--- config.mk ---
export PLATFORM = sky130hd
export DESIGN_NAME = serial_frame_expander
export DESIGN_NICKNAME = d
export VERILOG_FILES = /design/src/rtl/serx_pkg.sv /design/src/rtl/serx_lane_shift.sv /design/src/rtl/serx_slot_ctrl.sv /design/src/rtl/serx_clk_gen.sv /design/src/rtl/serial_frame_expander.sv
export SDC_FILE = /design/constraint.sdc
export NUM_CORES = 1
export LEC_CHECK = 0
export CORE_ASPECT_RATIO = 0.9
export CORE_MARGIN = 3
export CORE_UTILIZATION = 53
export CTS_CLUSTER_DIAMETER = 80
export CTS_CLUSTER_SIZE = 10
export DETAILED_ROUTE_END_ITERATION = 8
export GPL_TIMING_DRIVEN = 0
export PLACE_DENSITY = 0.78
export SYNTH_ARGS = -nofsm -noshare
export SYNTH_HDL_FRONTEND = slang
export SYNTH_SLANG_ARGS = --single-unit
--- constraint.sdc ---
create_clock -name clk_bit -period 2.11 [get_ports clk_bit]
set_clock_uncertainty 0.15 [all_clocks]
set_input_delay 0.3165 -clock clk_bit [delete_from_list [all_inputs] [get_ports clk_bit]]
set_output_delay 0.3165 -clock clk_bit [all_outputs]
set_load 0.01 [all_outputs]
--- src/rtl/serx_pkg.sv ---
package serx_pkg;

  // 1 when a lane takes part in the current slot
  function automatic logic lane_enabled(int unsigned lane,
                                        int unsigned narrow_lanes,
                                        logic        narrow);
    return (lane < narrow_lanes) || !narrow;
  endfunction

  // lowest output bit of a lane field
  function automatic int unsigned field_base(int unsigned lane,
                                             int unsigned slot_bits);
    return lane * slot_bits;
  endfunction

endpackage

--- src/rtl/serx_lane_shift.sv ---
module serx_lane_shift #(
  parameter int unsigned W = 7
) (
  input  logic         clk,
  input  logic         rst_n,
  input  logic         shift_en,
  input  logic         din,
  output logic [W-1:0] field
);
  logic [W-1:0] sr_q;

  // newest bit enters at the top, so after W shifts the first bit sits at bit 0
  always_ff @(posedge clk or negedge rst_n) begin
    if (!rst_n)        sr_q <= '0;
    else if (shift_en) sr_q <= {din, sr_q[W-1:1]};
  end

  assign field = sr_q;
endmodule

--- src/rtl/serx_slot_ctrl.sv ---
module serx_slot_ctrl #(
  parameter int unsigned SLOT_BITS = 7
) (
  input  logic clk,
  input  logic rst_n,
  input  logic frame_start,
  input  logic narrow_in,
  output logic shift_en,
  output logic lane_narrow,
  output logic frame_narrow,
  output logic xfer
);
  localparam int unsigned CW = $clog2(SLOT_BITS + 1);

  logic [CW-1:0] cnt_q;
  logic          narrow_q;

  always_comb begin
    xfer         = (cnt_q == CW'(SLOT_BITS));
    shift_en     = frame_start || ((cnt_q != '0) && (cnt_q < CW'(SLOT_BITS)));
    lane_narrow  = frame_start ? narrow_in : narrow_q;
    frame_narrow = narrow_q;
  end

  // cnt_q counts bits taken in the slot; 0 means idle
  always_ff @(posedge clk or negedge rst_n) begin
    if (!rst_n) begin
      cnt_q    <= '0;
      narrow_q <= 1'b0;
    end else if (frame_start) begin
      cnt_q    <= CW'(1);
      narrow_q <= narrow_in;
    end else if (xfer) begin
      cnt_q    <= '0;
    end else if (cnt_q != '0) begin
      cnt_q    <= cnt_q + CW'(1);
    end
  end
endmodule

--- src/rtl/serx_clk_gen.sv ---
module serx_clk_gen #(
  parameter int unsigned HIGH_CYC = 4
) (
  input  logic clk,
  input  logic rst_n,
  input  logic xfer,
  output logic clk_out
);
  localparam int unsigned HW = $clog2(HIGH_CYC + 1);

  logic [HW-1:0] hc_q;
  logic          ck_q;

  always_ff @(posedge clk or negedge rst_n) begin
    if (!rst_n) begin
      ck_q <= 1'b0;
      hc_q <= '0;
    end else if (xfer) begin
      ck_q <= 1'b1;
      hc_q <= HW'(1);
    end else if (ck_q) begin
      if (hc_q == HW'(HIGH_CYC)) begin
        ck_q <= 1'b0;
        hc_q <= '0;
      end else begin
        hc_q <= hc_q + HW'(1);
      end
    end
  end

  assign clk_out = ck_q;
endmodule

--- src/rtl/serial_frame_expander.sv ---
module serial_frame_expander #(
  parameter int unsigned LANES        = 4,
  parameter int unsigned SLOT_BITS    = 7,
  parameter int unsigned NARROW_LANES = 3,
  parameter int unsigned CLK_HIGH_CYC = 4
) (
  input  logic                         clk_bit,
  input  logic                         shut_n,
  input  logic                         frame_start,
  input  logic                         mode_narrow,
  input  logic [LANES-1:0]             lane_in,
  output logic [LANES*SLOT_BITS-1:0]   par_out,
  output logic                         clk_out
);
  import serx_pkg::*;

  localparam int unsigned WORD_W   = LANES * SLOT_BITS;
  localparam int unsigned NARROW_W = NARROW_LANES * SLOT_BITS;
  // the pulse must end before the earliest next load
  localparam int unsigned HIGH_EFF = (CLK_HIGH_CYC == 0) ? 1 :
                                     (CLK_HIGH_CYC >= SLOT_BITS) ? SLOT_BITS - 1 :
                                     CLK_HIGH_CYC;

  // named internal events
  logic              shift_en_w;
  logic              lane_narrow_w;
  logic              frame_narrow_w;
  logic              xfer_w;
  logic [WORD_W-1:0] word_next_w;
  logic [WORD_W-1:0] par_q;

  serx_slot_ctrl #(.SLOT_BITS(SLOT_BITS)) u_ctrl (
    .clk          (clk_bit),
    .rst_n        (shut_n),
    .frame_start  (frame_start),
    .narrow_in    (mode_narrow),
    .shift_en     (shift_en_w),
    .lane_narrow  (lane_narrow_w),
    .frame_narrow (frame_narrow_w),
    .xfer         (xfer_w)
  );

  for (genvar k = 0; k < LANES; k++) begin : g_lane
    logic                 en_k;
    logic [SLOT_BITS-1:0] field_k;

    assign en_k = shift_en_w && lane_enabled(k, NARROW_LANES, lane_narrow_w);

    serx_lane_shift #(.W(SLOT_BITS)) u_shift (
      .clk      (clk_bit),
      .rst_n    (shut_n),
      .shift_en (en_k),
      .din      (lane_in[k]),
      .field    (field_k)
    );

    assign word_next_w[field_base(k, SLOT_BITS) +: SLOT_BITS] =
      lane_enabled(k, NARROW_LANES, frame_narrow_w) ? field_k : '0;
  end

  always_ff @(posedge clk_bit or negedge shut_n) begin
    if (!shut_n)     par_q <= '0;
    else if (xfer_w) par_q <= word_next_w;
  end

  serx_clk_gen #(.HIGH_CYC(HIGH_EFF)) u_clk (
    .clk     (clk_bit),
    .rst_n   (shut_n),
    .xfer    (xfer_w),
    .clk_out (clk_out)
  );

  assign par_out = par_q;

endmodule

==> flow_summary.toml, run 1 <==
[clocking]
clkTransAtPathRegs_ns = 0.06
clkLatencyLatePin_ns = 0.33
cts_root_buffer = "clkbuf_8"
holdBufCountCts = 1
cts_buffers = 9
htreeDepth = 3
cts.sinks = 64
cts.path.max_buffers = 2
post_cts_buffers = 0
cts_resized = 0
cts_tree = "built"

[timing]
final-setup-viol-count = 0
hold_viol_final = 0
hold_slack_ns = 0.335
finalCritPeriodShare = 0.880
post-route-min-period_ns = 1.86
tightest_slew_ns = 0.605
clock.fmax_mhz = 538
finalMaxSlewViolations = 0
slew_headroom = 0.597
rsz0062_at_grt = "false"
setup_ws_ns = 0.253

[floorplanning]
die_width_um = 79.3
ios = 37
rows = 23
chipHeight_um = 72.0
core_mm2 = 0.00455
dieArea_mm2 = 0.00570
initial_utilization = 0.563

[setup_path]
cp-end-kind = "flop"
worstSetupPathType = "flop to flop"
timing.critical_path.buf_inv = 2
max_stage_delay_ns = 0.41
cp_max_fo = 10
crit_family = "buffers and inverters"
cp_data_required_time_ns = 2.17
crit_path_start_kind = "flop"
arrival_ns = 1.92
cp_cell_sequence = "ha_1, ha_1, buf_2, buf_2, mux2_2"
crit_slowest_cell = "dfrtp_1"

[yosys]
synth_cell_types = 26
synth_compound_area_frac = 0.0405
ys.flop_type = "dfrtp_1"
synthAdderAreaFrac = 0.0244
syn_area_per_cell_um2 = 14.6
synthMuxAreaShare = 0.224
synth_cells = 176
async_flop_share = 1.00
synth.area.top_cells = "dfrtp_1 (63%), mux2_2 (21%), ha_1 (2.4%)"
yosysWarnings = 0
synth_seq_cells = 64
synth.net_count = 189
syn-cell-area_mm2 = 0.00256
post-synth-top-count-cell = "dfrtp_1"
synth-simple-area-share = 0.0489
synth_top_cell_area_share = 0.625
synth_edf_count = 0
ys_seq_area_frac = 0.625
synth_common_cells = "dfrtp_1 (64), mux2_2 (47), inv_1 (12), nand2_1 (11), o21ai_0 (9)"
synth-xor-area-share = 0.00342
synth_top_family_by_area = "multiplexers"
yosys.area.top_type = "dfrtp_1"

[power]
power_mw = 4.57
ir_drop_mv = 0.754
p_leak_nw = 1.39
cellPowerDensity_mw_per_mm2 = 1440

[final_layout]
multi_input_comb_area_um2 = 873
area_growth_pct = 24.3
antennaDiodeCount = 0
regArea_mm2 = 0.00160
stdcell_area_mm2 = 0.00318
nets = 238
fillers = 345
drive_gt1_frac = 0.322

[route]
wire_per_inst_um = 14.9
firstDrtPassIters = 4
ant_nets = 0
drc = 0
dr_total_vias = 1494
finalWirelength_um = 4290
vias_per_cell = 5.17
initialDrtViolationCount = 56

[place]
hpwl_um = 3120
post_dp_cell_area_mm2 = 0.00301
place_congestion = 0.730
pre_cts_ws_ns = 0.0375
io_buffer_count = 36

[global_routing]
grt_start_max_net_pins = 39
grt_pass1_wl_um = 7380
grt_pass1_vias = 1619
antenna_found_initial = 0
grtUsageTotal = 0.174
grt_overflow_total = 0

[hold_path]
hold_class = "flop to flop"

[run]
maxCapViolations = 0

[outcome]
outcome = "completed"
[cells in the final DEF (no fill, tap or decap), types with 2 or more instances in the layout]
cell type	n
a21oi_1	3
buf_2	4
buf_6	2
clkbuf_1	2
clkbuf_8	11
clkdlybuf4s50_1	35
dfrtp_1	64
ha_1	5
inv_1	12
mux2_1	3
mux2_2	47
nand2_1	11
nand2b_1	2
o21ai_0	9
[kinds of logic after synthesis]
family	Yosys count
compound gates	15
xor+xnor	1
fa+ha+maj	5
buf+inv	18
flops	64
mux	51
simple gates	22
[report_power, final]
part	internal (mW)	switching, mW	total, mW	leakage (nW)
logic	0.974	0.598	1.57	0.519
clock network	0.469	0.403	0.872	0.0842
registers	1.78	0.354	2.13	0.791
total	3.22	1.35	4.57	1.39
[worst register-to-register path, delay by kind of cell (launching register included)]
family	cells	cell delay, ns
buffers and inverters	2	0.51
DFF	1	0.41
muxes	1	0.38
adders and majority gates	2	0.30
[worst paths after layout]
path	startpoint	end	slack, ns	cells after the start
worst max-delay path	u_ctrl.cnt_q[1]	par_out[16]	0.25	5
worst min-delay path	g_lane[3].u_shift.field[0]	par_out[21]	0.33	2
worst max register to register	u_ctrl.cnt_q[1]	par_out[16]	0.25	5
worst min register to register	g_lane[3].u_shift.field[0]	par_out[21]	0.33	2
max in group asynchronous	shut_n	g_lane[3].u_shift.field[2]	0.81	3
min in group asynchronous	shut_n	par_out[15]	0.40	2
[flip-flops by register name (all words and copies together) (netlist names)]
| signal | count |
|---|---|
| u_ctrl.frame_narrow | 1 |
| u_clk.hc_q | 3 |
| u_clk.clk_out | 1 |
| g_lane.u_shift.field | 28 |
| par_out | 28 |
| u_ctrl.cnt_q | 3 |
[area by class of cell]
type,instances,area share
Clock buffer,12,0.0487
Inverter,12,0.0141
Tap cell,62,0.0244
Sequential cell,64,0.503
Timing Repair Buffer,38,0.121
Clock inverter,1,0.00157
Buffer,6,0.0130
Multi-Input combinational cell,94,0.274
[through the flow]
stage / instances / TNS, ns / utilization
after floorplan: 176 / 0 / -
after global placement: 274 / -77.26 / 0.660
after detailed placement: 275 / 0 / 0.663
after CTS: 289 / 0 / 0.700
after global routing: 289 / 0 / 0.700
final: 289 / 0 / 0.700
[routing by layer]
| metal | wire (um) | global-route usage |
|---|---|---|
| met1 | 1890 | 0.210 |
| met2 | 2110 | 0.280 |
| met3 | 170 | 0.0397 |
| met4 | 119 | 0.120 |
| met5 | 0 | 0 |
No activity file was read; power rests on OpenSTA's default activity.
==> run 2, diff against run 1 <==
CORE_MARGIN = 10   (was 3)
==> run 2 against run 1 <==
Net effect:
- combinational power about the same
- flip-flop and latch count unchanged
- design area up 1.4%
- sequential share of layout area down 0.70 points
- highest routed layer unchanged
- total power up 4.1%
- global-route usage down 4.8 points
- register-to-register slack about the same
- via count down 1.4%
==> flow_summary.toml, run 2 (synthesized netlist as in run 1, its figures left out) <==
[setup_path]
worstSetupPathType = "flop to flop"
r2r_cells = 5
startpoint = "u_ctrl.cnt_q[1]"
arrival_ns = 1.94
r2r_start = "u_ctrl.cnt_q[1]"
cp-end-kind = "flop"
crit_path_start_kind = "flop"
cp_max_fo = 10
r2r_setup_slack_ns = 0.25
cp_data_required_time_ns = 2.18

[route]
firstDrtPassIters = 5
drc = 0
ant_nets = 0
wire_per_inst_um = 15.6
finalWirelength_um = 4550
initialDrtViolationCount = 35
dr_total_vias = 1473
vias_per_cell = 5.06

[place]
post-place-cells = 275
io_buffer_count = 36
place_congestion = 0.722
pre_cts_ws_ns = -0.0128
hpwl_um = 3340

[timing]
clock.fmax_mhz = 537
hold_viol_final = 0
finalCritPeriodShare = 0.882
post-route-min-period_ns = 1.86
setup_ws_ns = 0.248
rsz0062_at_grt = "false"
final-setup-viol-count = 0
setup_tns_ns = 0
tightest_slew_ns = 0.474
finalMaxSlewViolations = 0
slew_headroom = 0.684

[clocking]
clkTransAtPathRegs_ns = 0.07
htreeDepth = 3
clkLatencyLatePin_ns = 0.34
cts_resized = 0
cts_root_buffer = "clkbuf_8"
cts_buffers = 9
cts.path.max_buffers = 2
cts_tree = "built"
cts.sinks = 64

[global_routing]
grt_pass1_vias = 1591
grtUsageTotal = 0.126
grt_overflow_total = 0
grt_start_max_net_pins = 45
grt_pass1_wl_um = 7680
antenna_found_initial = 0

[floorplanning]
core_mm2 = 0.00458
ios = 37
initial_utilization = 0.560
die_width_um = 93.3
dieArea_mm2 = 0.00802
rows = 23
chipHeight_um = 86.0

[final_layout]
area_growth_pct = 26.1
final_cell_mix = "dfrtp_1 (64), mux2_2 (47), clkdlybuf4s50_1 (35)"
drive_gt1_frac = 0.332
final_common_cell = "dfrtp_1"
final_cell_count_no_fill = 291
antennaDiodeCount = 0
nets = 238

[power]
p_leak_nw = 1.42
cellPowerDensity_mw_per_mm2 = 1470
ir_drop_mv = 0.947

[hold_path]
hold_class = "input port to async pin"

[outcome]
outcome = "completed"

[run]
maxCapViolations = 0
-- run 2: cell count changes in the layout (fill, tap and decap cells not counted), sizes merged --
cell | previous run | this run
bufinv | 0 | 1
clkinv | 1 | 2
-- run 2: area by class of cell --
class                      instances  area, um^2
multi-input combinational         94         873
sequential                        64        1600
tap                               62        77.6
inverter                          12        45.0
buffer                             6        41.3
timing repair buffer              38         385
fill                             303        1350
clock buffer                      12         165
clock inverter                     3        40.0
-- run 2: timing repair --
action	in CTS	in global routing
setup endpoints to repair	0	0
hold buffers	1	0
buffers inserted	0	0
hold endpoints to repair	20	0
-- run 2: critical path: stages (launching register included) --
cell	delay (ns)
dfrtp_1	0.40
ha_1	0.18
ha_1	0.14
buf_2	0.21
buf_2	0.29
mux2_2	0.37
-- run 2: metrics by stage --
stage,area (um^2),hold slack [ns],power [mW],util
floorplan,2560,-0.129,2.97,-
global route,3230,0.331,5.08,0.706
CTS,3230,0.312,4.85,0.706
finish,3230,0.306,4.76,0.706
detailed placement,3010,0.153,3.76,0.659
global placement,3000,0.314,3.63,0.655
-- run 2: path summary, 6_finish.rpt --
check | endpoint
worst max-delay path | par_out[18]
worst min-delay path | g_lane[0].u_shift.field[0]
worst max register to register | par_out[18]
worst min register to register | par_out[21]
max in group asynchronous | g_lane[3].u_shift.field[5]
min in group clk_bit | par_out[21]
-- run 2: where the power goes --
| part | switching (mW) | internal [mW] |
|---|---|---|
| Sequential | 0.343 | 1.78 |
| Combinational | 0.612 | 0.971 |
| Clock | 0.427 | 0.631 |
-- run 2: per-layer routing --
metal  track usage  part of all wire
met1         0.123              0.39
met4        0.0546             0.012
met2         0.209              0.52
met3        0.0758             0.076
met5             0                 0
